`src/rtl/lvds_ser_pkg.sv`:
```
package lvds_ser_pkg;
  localparam int COLOR_W  = 8;
  localparam int PIX_W    = 3 * COLOR_W;
  localparam int SLOTS    = 7;
  localparam int LANES    = 4;
  localparam int NARROW_LANES = 3;
  localparam int SLOT_W   = $clog2(SLOTS);
  localparam logic [SLOTS-1:0] CLK_PATTERN = 7'b1100011; // bit s = slot s

  typedef struct packed {
    logic [COLOR_W-1:0] r;
    logic [COLOR_W-1:0] g;
    logic [COLOR_W-1:0] b;
  } pixel_t;

  typedef struct packed {
    logic de;
    logic vs;
    logic hs;
  } ctrl_t;
endpackage

```
`src/rtl/lvds_slot_ctr.sv`:
```
module lvds_slot_ctr
  import lvds_ser_pkg::*;
(
  input  logic              clk_i,
  input  logic              rst_ni,
  input  logic              load_i,
  output logic [SLOT_W-1:0] slot_o,
  output logic              active_o,
  output logic              clk_lane_o
);
  localparam logic [SLOT_W-1:0] LAST = SLOT_W'(SLOTS - 1);

  logic [SLOT_W-1:0] slot_q;
  logic              active_q;

  always_ff @(posedge clk_i or negedge rst_ni) begin
    if (!rst_ni) begin
      slot_q   <= '0;
      active_q <= 1'b0;
    end else if (load_i) begin
      slot_q   <= '0;
      active_q <= 1'b1;
    end else if (active_q) begin
      slot_q   <= (slot_q == LAST) ? '0 : slot_q + 1'b1;
    end
  end

  assign slot_o     = slot_q;
  assign active_o   = active_q;
  assign clk_lane_o = active_q & CLK_PATTERN[slot_q];


  slot_range_chk: assert property (@(posedge clk_i) disable iff (!rst_ni)
    slot_q <= LAST);

  load_zero_chk: assert property (@(posedge clk_i) disable iff (!rst_ni)
    load_i |=> (slot_q == '0) && active_q);

  slot_step_chk: assert property (@(posedge clk_i) disable iff (!rst_ni)
    (active_q && !load_i && slot_q != LAST) |=> slot_q == $past(slot_q) + 1'b1);

  slot_wrap_chk: assert property (@(posedge clk_i) disable iff (!rst_ni)
    (active_q && !load_i && slot_q == LAST) |=> slot_q == '0);
endmodule

```
`src/rtl/lvds_pix_hold.sv`:
```
module lvds_pix_hold
  import lvds_ser_pkg::*;
(
  input  logic   clk_i,
  input  logic   rst_ni,
  input  logic   load_i,
  input  pixel_t pix_i,
  input  ctrl_t  ctrl_i,
  input  logic   jeida_i,
  input  logic   wide_i,
  output pixel_t pix_o,
  output ctrl_t  ctrl_o,
  output logic   jeida_o,
  output logic   wide_o
);
  pixel_t pix_q;
  ctrl_t  ctrl_q;
  logic   jeida_q, wide_q;

  always_ff @(posedge clk_i or negedge rst_ni) begin
    if (!rst_ni) begin
      pix_q   <= '0;
      ctrl_q  <= '0;
      jeida_q <= 1'b0;
      wide_q  <= 1'b0;
    end else if (load_i) begin
      pix_q   <= pix_i;
      ctrl_q  <= ctrl_i;
      jeida_q <= jeida_i;
      wide_q  <= wide_i;
    end
  end

  assign pix_o   = pix_q;
  assign ctrl_o  = ctrl_q;
  assign jeida_o = jeida_q;
  assign wide_o  = wide_q;


  hold_stable_chk: assert property (@(posedge clk_i) disable iff (!rst_ni)
    !load_i |=> $stable(pix_q) && $stable(ctrl_q) && $stable(jeida_q) && $stable(wide_q));
endmodule

```
`src/rtl/lvds_lane_map.sv`:
```
module lvds_lane_map
  import lvds_ser_pkg::*;
(
  input  pixel_t                       pix_i,
  input  ctrl_t                        ctrl_i,
  input  logic                         jeida_i,
  output logic [LANES-1:0][SLOTS-1:0]  word_o
);
  pixel_t p;
  assign p = pix_i;

  // Vectors are written slot 6 down to slot 0.
  always_comb begin
    if (jeida_i) begin
      word_o[0] = {p.r[2], p.r[3], p.r[4], p.r[5], p.r[6], p.r[7], p.g[2]};
      word_o[1] = {p.g[3], p.g[4], p.g[5], p.g[6], p.g[7], p.b[2], p.b[3]};
      word_o[2] = {p.b[4], p.b[5], p.b[6], p.b[7], ctrl_i.hs, ctrl_i.vs, ctrl_i.de};
      word_o[3] = {p.r[0], p.r[1], p.g[0], p.g[1], p.b[0], p.b[1], 1'b0};
    end else begin
      word_o[0] = {p.r[0], p.r[1], p.r[2], p.r[3], p.r[4], p.r[5], p.g[0]};
      word_o[1] = {p.g[1], p.g[2], p.g[3], p.g[4], p.g[5], p.b[0], p.b[1]};
      word_o[2] = {p.b[2], p.b[3], p.b[4], p.b[5], ctrl_i.hs, ctrl_i.vs, ctrl_i.de};
      word_o[3] = {p.r[6], p.r[7], p.g[6], p.g[7], p.b[6], p.b[7], 1'b0};
    end
  end
endmodule

```
`src/rtl/lvds_pixel_serializer.sv`:
```
module lvds_pixel_serializer
  import lvds_ser_pkg::*;
(
  input  logic              clk_i,
  input  logic              rst_ni,
  input  logic              load_i,
  input  logic [PIX_W-1:0]  pix_i,
  input  logic              de_i,
  input  logic              vs_i,
  input  logic              hs_i,
  input  logic              map_jeida_i,
  input  logic              wide_i,
  output logic [LANES-1:0]  lane_o,
  output logic              clk_lane_o
);
  logic [SLOT_W-1:0]            slot;
  logic                         active;
  pixel_t                       pix_h;
  ctrl_t                        ctrl_h;
  logic                         jeida_h, wide_h;
  logic [LANES-1:0][SLOTS-1:0]  word;
  ctrl_t                        ctrl_in;

  assign ctrl_in = '{de: de_i, vs: vs_i, hs: hs_i};

  lvds_slot_ctr u_ctr (
    .clk_i      (clk_i),
    .rst_ni     (rst_ni),
    .load_i     (load_i),
    .slot_o     (slot),
    .active_o   (active),
    .clk_lane_o (clk_lane_o)
  );

  lvds_pix_hold u_hold (
    .clk_i   (clk_i),
    .rst_ni  (rst_ni),
    .load_i  (load_i),
    .pix_i   (pixel_t'(pix_i)),
    .ctrl_i  (ctrl_in),
    .jeida_i (map_jeida_i),
    .wide_i  (wide_i),
    .pix_o   (pix_h),
    .ctrl_o  (ctrl_h),
    .jeida_o (jeida_h),
    .wide_o  (wide_h)
  );

  lvds_lane_map u_map (
    .pix_i   (pix_h),
    .ctrl_i  (ctrl_h),
    .jeida_i (jeida_h),
    .word_o  (word)
  );

  for (genvar l = 0; l < LANES; l++) begin : g_lane
    if (l < NARROW_LANES) begin : g_base
      assign lane_o[l] = active & word[l][slot];
    end else begin : g_wide
      assign lane_o[l] = active & wide_h & word[l][slot];
    end
  end


  idle_zero_chk: assert property (@(posedge clk_i) disable iff (!rst_ni)
    !active |-> (lane_o == '0) && !clk_lane_o);

  narrow_lane3_chk: assert property (@(posedge clk_i) disable iff (!rst_ni)
    !wide_h |-> !lane_o[LANES-1]);

  lane3_slot0_chk: assert property (@(posedge clk_i) disable iff (!rst_ni)
    (slot == '0) |-> !lane_o[LANES-1]);

  clk_rise_chk: assert property (@(posedge clk_i) disable iff (!rst_ni)
    ($rose(clk_lane_o) && !$past(load_i)) |-> slot == SLOT_W'(5));
endmodule

```
`config.mk`:
```
export PLATFORM = sky130hd
export DESIGN_NAME = lvds_pixel_serializer
export DESIGN_NICKNAME = d
export VERILOG_FILES = /design/src/rtl/lvds_ser_pkg.sv /design/src/rtl/lvds_slot_ctr.sv /design/src/rtl/lvds_pix_hold.sv /design/src/rtl/lvds_lane_map.sv /design/src/rtl/lvds_pixel_serializer.sv
export SDC_FILE = /design/constraint.sdc
export NUM_CORES = 1
export LEC_CHECK = 0
export ABC_AREA = 1
export ABC_CLOCK_PERIOD_IN_PS = 1450
export CAP_MARGIN = 15
export CORE_UTILIZATION = 46
export CTS_BUF_LIST = sky130_fd_sc_hd__clkbuf_8 sky130_fd_sc_hd__clkbuf_16
export DETAILED_ROUTE_END_ITERATION = 16
export PLACE_DENSITY = 0.73
export RECOVER_POWER = 25
export SYNTH_ARGS = -nofsm -noshare
export SYNTH_HDL_FRONTEND = slang
export SYNTH_SLANG_ARGS = --single-unit
```
`constraint.sdc`:
```
create_clock -name clk_i -period 1.45 [get_ports clk_i]
set_input_delay 0.2175 -clock clk_i [delete_from_list [all_inputs] [get_ports clk_i]]
set_output_delay 0.2175 -clock clk_i [all_outputs]
set_load 0.02 [all_outputs]
```
==> results of run 1 <==
==> worst max-delay path, cell delays in order (launching register included) <==
cell and delay [ns]:
dfrtp_2 0.46, inv_2 0.07, nor2_4 0.12, buf_4 0.14, nand3_1 0.08, nand2_1 0.08
o21ai_1 0.07, nor2_2 0.13, buf_6 0.12
==> report_power, final <==
| group | total (uW) | leakage, uW | internal, uW | switching, uW |
|---|---|---|---|---|
| Combinational | 678 | 0.000833 | 324 | 355 |
| Sequential | 1050 | 0.000397 | 1000 | 48.9 |
| Clock | 883 | 0.0000626 | 553 | 330 |
| Total | 2610 | 0.00129 | 1880 | 733 |
==> placed cells by master, fill, tap and decap left out, types with 6 or more instances in the layout <==
| cell type | netlist | routed |
|---|---|---|
| nand2_1 | 97 | 95 |
| clkbuf_8 | 0 | 6 |
| nor2_1 | 12 | 11 |
| clkdlybuf4s50_1 | 0 | 30 |
| o21ai_0 | 29 | 27 |
| nand3_1 | 17 | 14 |
| o211ai_1 | 8 | 8 |
| dfrtp_1 | 33 | 30 |
| inv_1 | 28 | 29 |
| buf_4 | 1 | 31 |
| buf_6 | 0 | 7 |
==> per-layer routing <==
| layer | vias up | part of all wire [%] | track usage [%] |
|---|---|---|---|
| met2 | 79 | 47 | 38.7 |
| met1 | 821 | 44 | 32.9 |
| met4 | 0 | 2.6 | 9.38 |
| met3 | 16 | 6.7 | 6.25 |
| met5 | - | 0 | 0 |
| li1 | 919 | - | - |
==> kinds of logic (layout without fill, tap and decap cells) <==
group	count (synthesis)	count (layout)	synth area share [%]
buf+inv	43	109	9.60
flops	33	33	46.6
simple gates	130	131	30.1
compound gates	44	44	13.7
==> worst min path at each step <==
stage	to	depth (start not counted)
floorplan	u_ctr.active_o	0
global placement	u_hold.ctrl_o[1]	2
detailed placement	u_hold.ctrl_o[1]	2
CTS	u_hold.pix_o[14]	2
global route	u_hold.ctrl_o[2]	3
finish	u_hold.ctrl_o[0]	3
==> state kept, by name, summed over array words and instances (netlist names) <==
signal	flops
u_hold.pix_o	24
u_hold.ctrl_o	3
u_ctr.slot_o	3
u_hold.wide_o	1
u_ctr.active_o	1
u_hold.jeida_o	1
==> final cells by class <==
class                   instances  area (sq um)  area share, %
inverters                      31           119           4.64
repair buffers                 70           627           24.5
well taps                      48          60.1           2.34
clock inverters                 2          33.8           1.32
clock buffers                   6          82.6           3.22
flip-flops and latches         33           830           32.4
multi-input cells             175           810           31.6
==> stage by stage <==
stage               utilization, %  setup slack, ns  instance area, sq um  hold slack (ns)
floorplan                        -           0.0410                  1780          -0.0781
global placement              63.9           -0.481                  2360            0.466
detailed placement            63.9           -0.503                  2360            0.473
CTS                           68.7           -0.274                  2530            0.304
global route                  69.4           -0.388                  2560            0.477
finish                        69.4           -0.340                  2560            0.465
==> timing repair <==
action,CTS,global route
pin swaps,4,6
resized for setup,39,6
gates cloned,0,1
setup endpoints to repair,5,5
buffers inserted,6,4
hold buffers,0,0
==> results.toml, run 1 <==
[detailed_routing]
finalWirelength_um = 4650
drtIter0Drc = 143
ant_nets = 0
num_vias = 1835
drtPass1Iterations = 6
viasPerCell = 5.03
wire_per_inst_um = 12.7
drc = 0

[floorplanning]
core_sq_mm = 0.00369
pin_count = 37
num_rows = 22
start_util_pct = 48.1
chipHeight_um = 64.1
dieArea_sq_mm = 0.00411
die_x_um = 64.1

[clock_tree]
cts_tree = "yes"
htreeDepth = 2
cts.sinks = 33
clk_latency_ns = 0.29
root_buffer = "clkbuf_8"
cts_buffers = 5
clk_path_buf_depth = 2
clk_pin_slew_ns = 0.07

[layout]
areaGrowthSynthToFinish_pct = 44.5
layout-drive-gt1-share_pct = 20.2
nNetsFinal = 348
num_antenna_cells = 0
fillCellCount = 325
final_cells = 365

[pwr]
power_density_mw_per_mm2 = 1020
peakVddDrop_uv = 610
total_leakage_power_uw = 0.00129
power.total_uw = 2610

[critical_path]
rrSetupSlack_ns = 0.22
worstReg2RegEnd = "u_ctr.slot_o[0]"
path_class = "flip-flop to primary output"
endpoint_kind = "primary output"
cp.arrival_ns = 1.57
reg2reg_depth = 4
cp-start-kind = "flip-flop"
cp_max_fo = 5
cp-startpoint = "u_ctr.slot_o[1]"
critPathRequiredTime_ns = 1.23
cp-endpoint = "lane_o[1]"
reg2reg_from = "u_ctr.slot_o[1]"

[run_status]
violations = "setup timing"
status = "complete, but fails checks"

[sta]
worst_slew_pin_slew_ns = 0.830
fin_ws_ns = -0.340
fin_crit_ns = 1.79
finClkSkew_ns = 0.000753
period_share_pct = 123
max_freq_ghz = 0.559
final.setup.tns_ns = -1.58
hold_viol_final = 0
finalMaxSlewViolations = 0
max-slew-margin-rel_pct = 44.7
finalSetupViolCount = 5
rsz0062_at_grt = "yes"

[global_route]
grt_overflow = 0
grt_pass1_vias = 1733
track_usage_pct = 24.8
antenna_found_initial = 0
grt_start_max_net_pins = 37
grt_pass1_wl_um = 7750

[synth]
synth_edf_count = 0
synth_commonest_cells = "nand2_1, dfrtp_1, o21ai_0, inv_1, nand3_1"
syn_inst = 250
synth_flop_cell = "dfrtp_1"
synthDistinctLibCells = 16
synth_nets = 282
synth_top_area_share_pct = 46.6
ys_seq_area_share_pct = 46.6
synth_area_leader_cell = "dfrtp_1"
async_reset_ff_share_pct = 100
synth.most_common_cell = "nand2_1"
ys_warn_count = 0
syn-mean-instance-area_sq_um = 7.09
ys_top_cells_by_area = "dfrtp_1, nand2_1, o21ai_0"
ys_seq_elements = 33
netlist_area_sq_mm = 0.00177

[placed_design]
dp_cells = 349
numPortBuffers = 36
hpwl_um = 2930
place.gp.congestion = 0.904

[hold_path]
hold_path_class = "primary input to flip-flop"
min_from = "hs_i"

[job]
drv_cap = 0
Power figures use the tool's default switching activity.
==> run 2: changes to the inputs <==
--- a/config.mk
+++ b/config.mk
@@ -9,7 +9,7 @@
 export ABC_CLOCK_PERIOD_IN_PS = 1450
 export CAP_MARGIN = 15
 export CORE_UTILIZATION = 46
-export CTS_BUF_LIST = sky130_fd_sc_hd__clkbuf_8 sky130_fd_sc_hd__clkbuf_16
+export CTS_BUF_LIST = sky130_fd_sc_hd__clkbuf_8
 export DETAILED_ROUTE_END_ITERATION = 16
 export PLACE_DENSITY = 0.73
 export RECOVER_POWER = 25
==> results of run 2 <==
The final DEF is identical to that of run 1; final timing and power are the same.
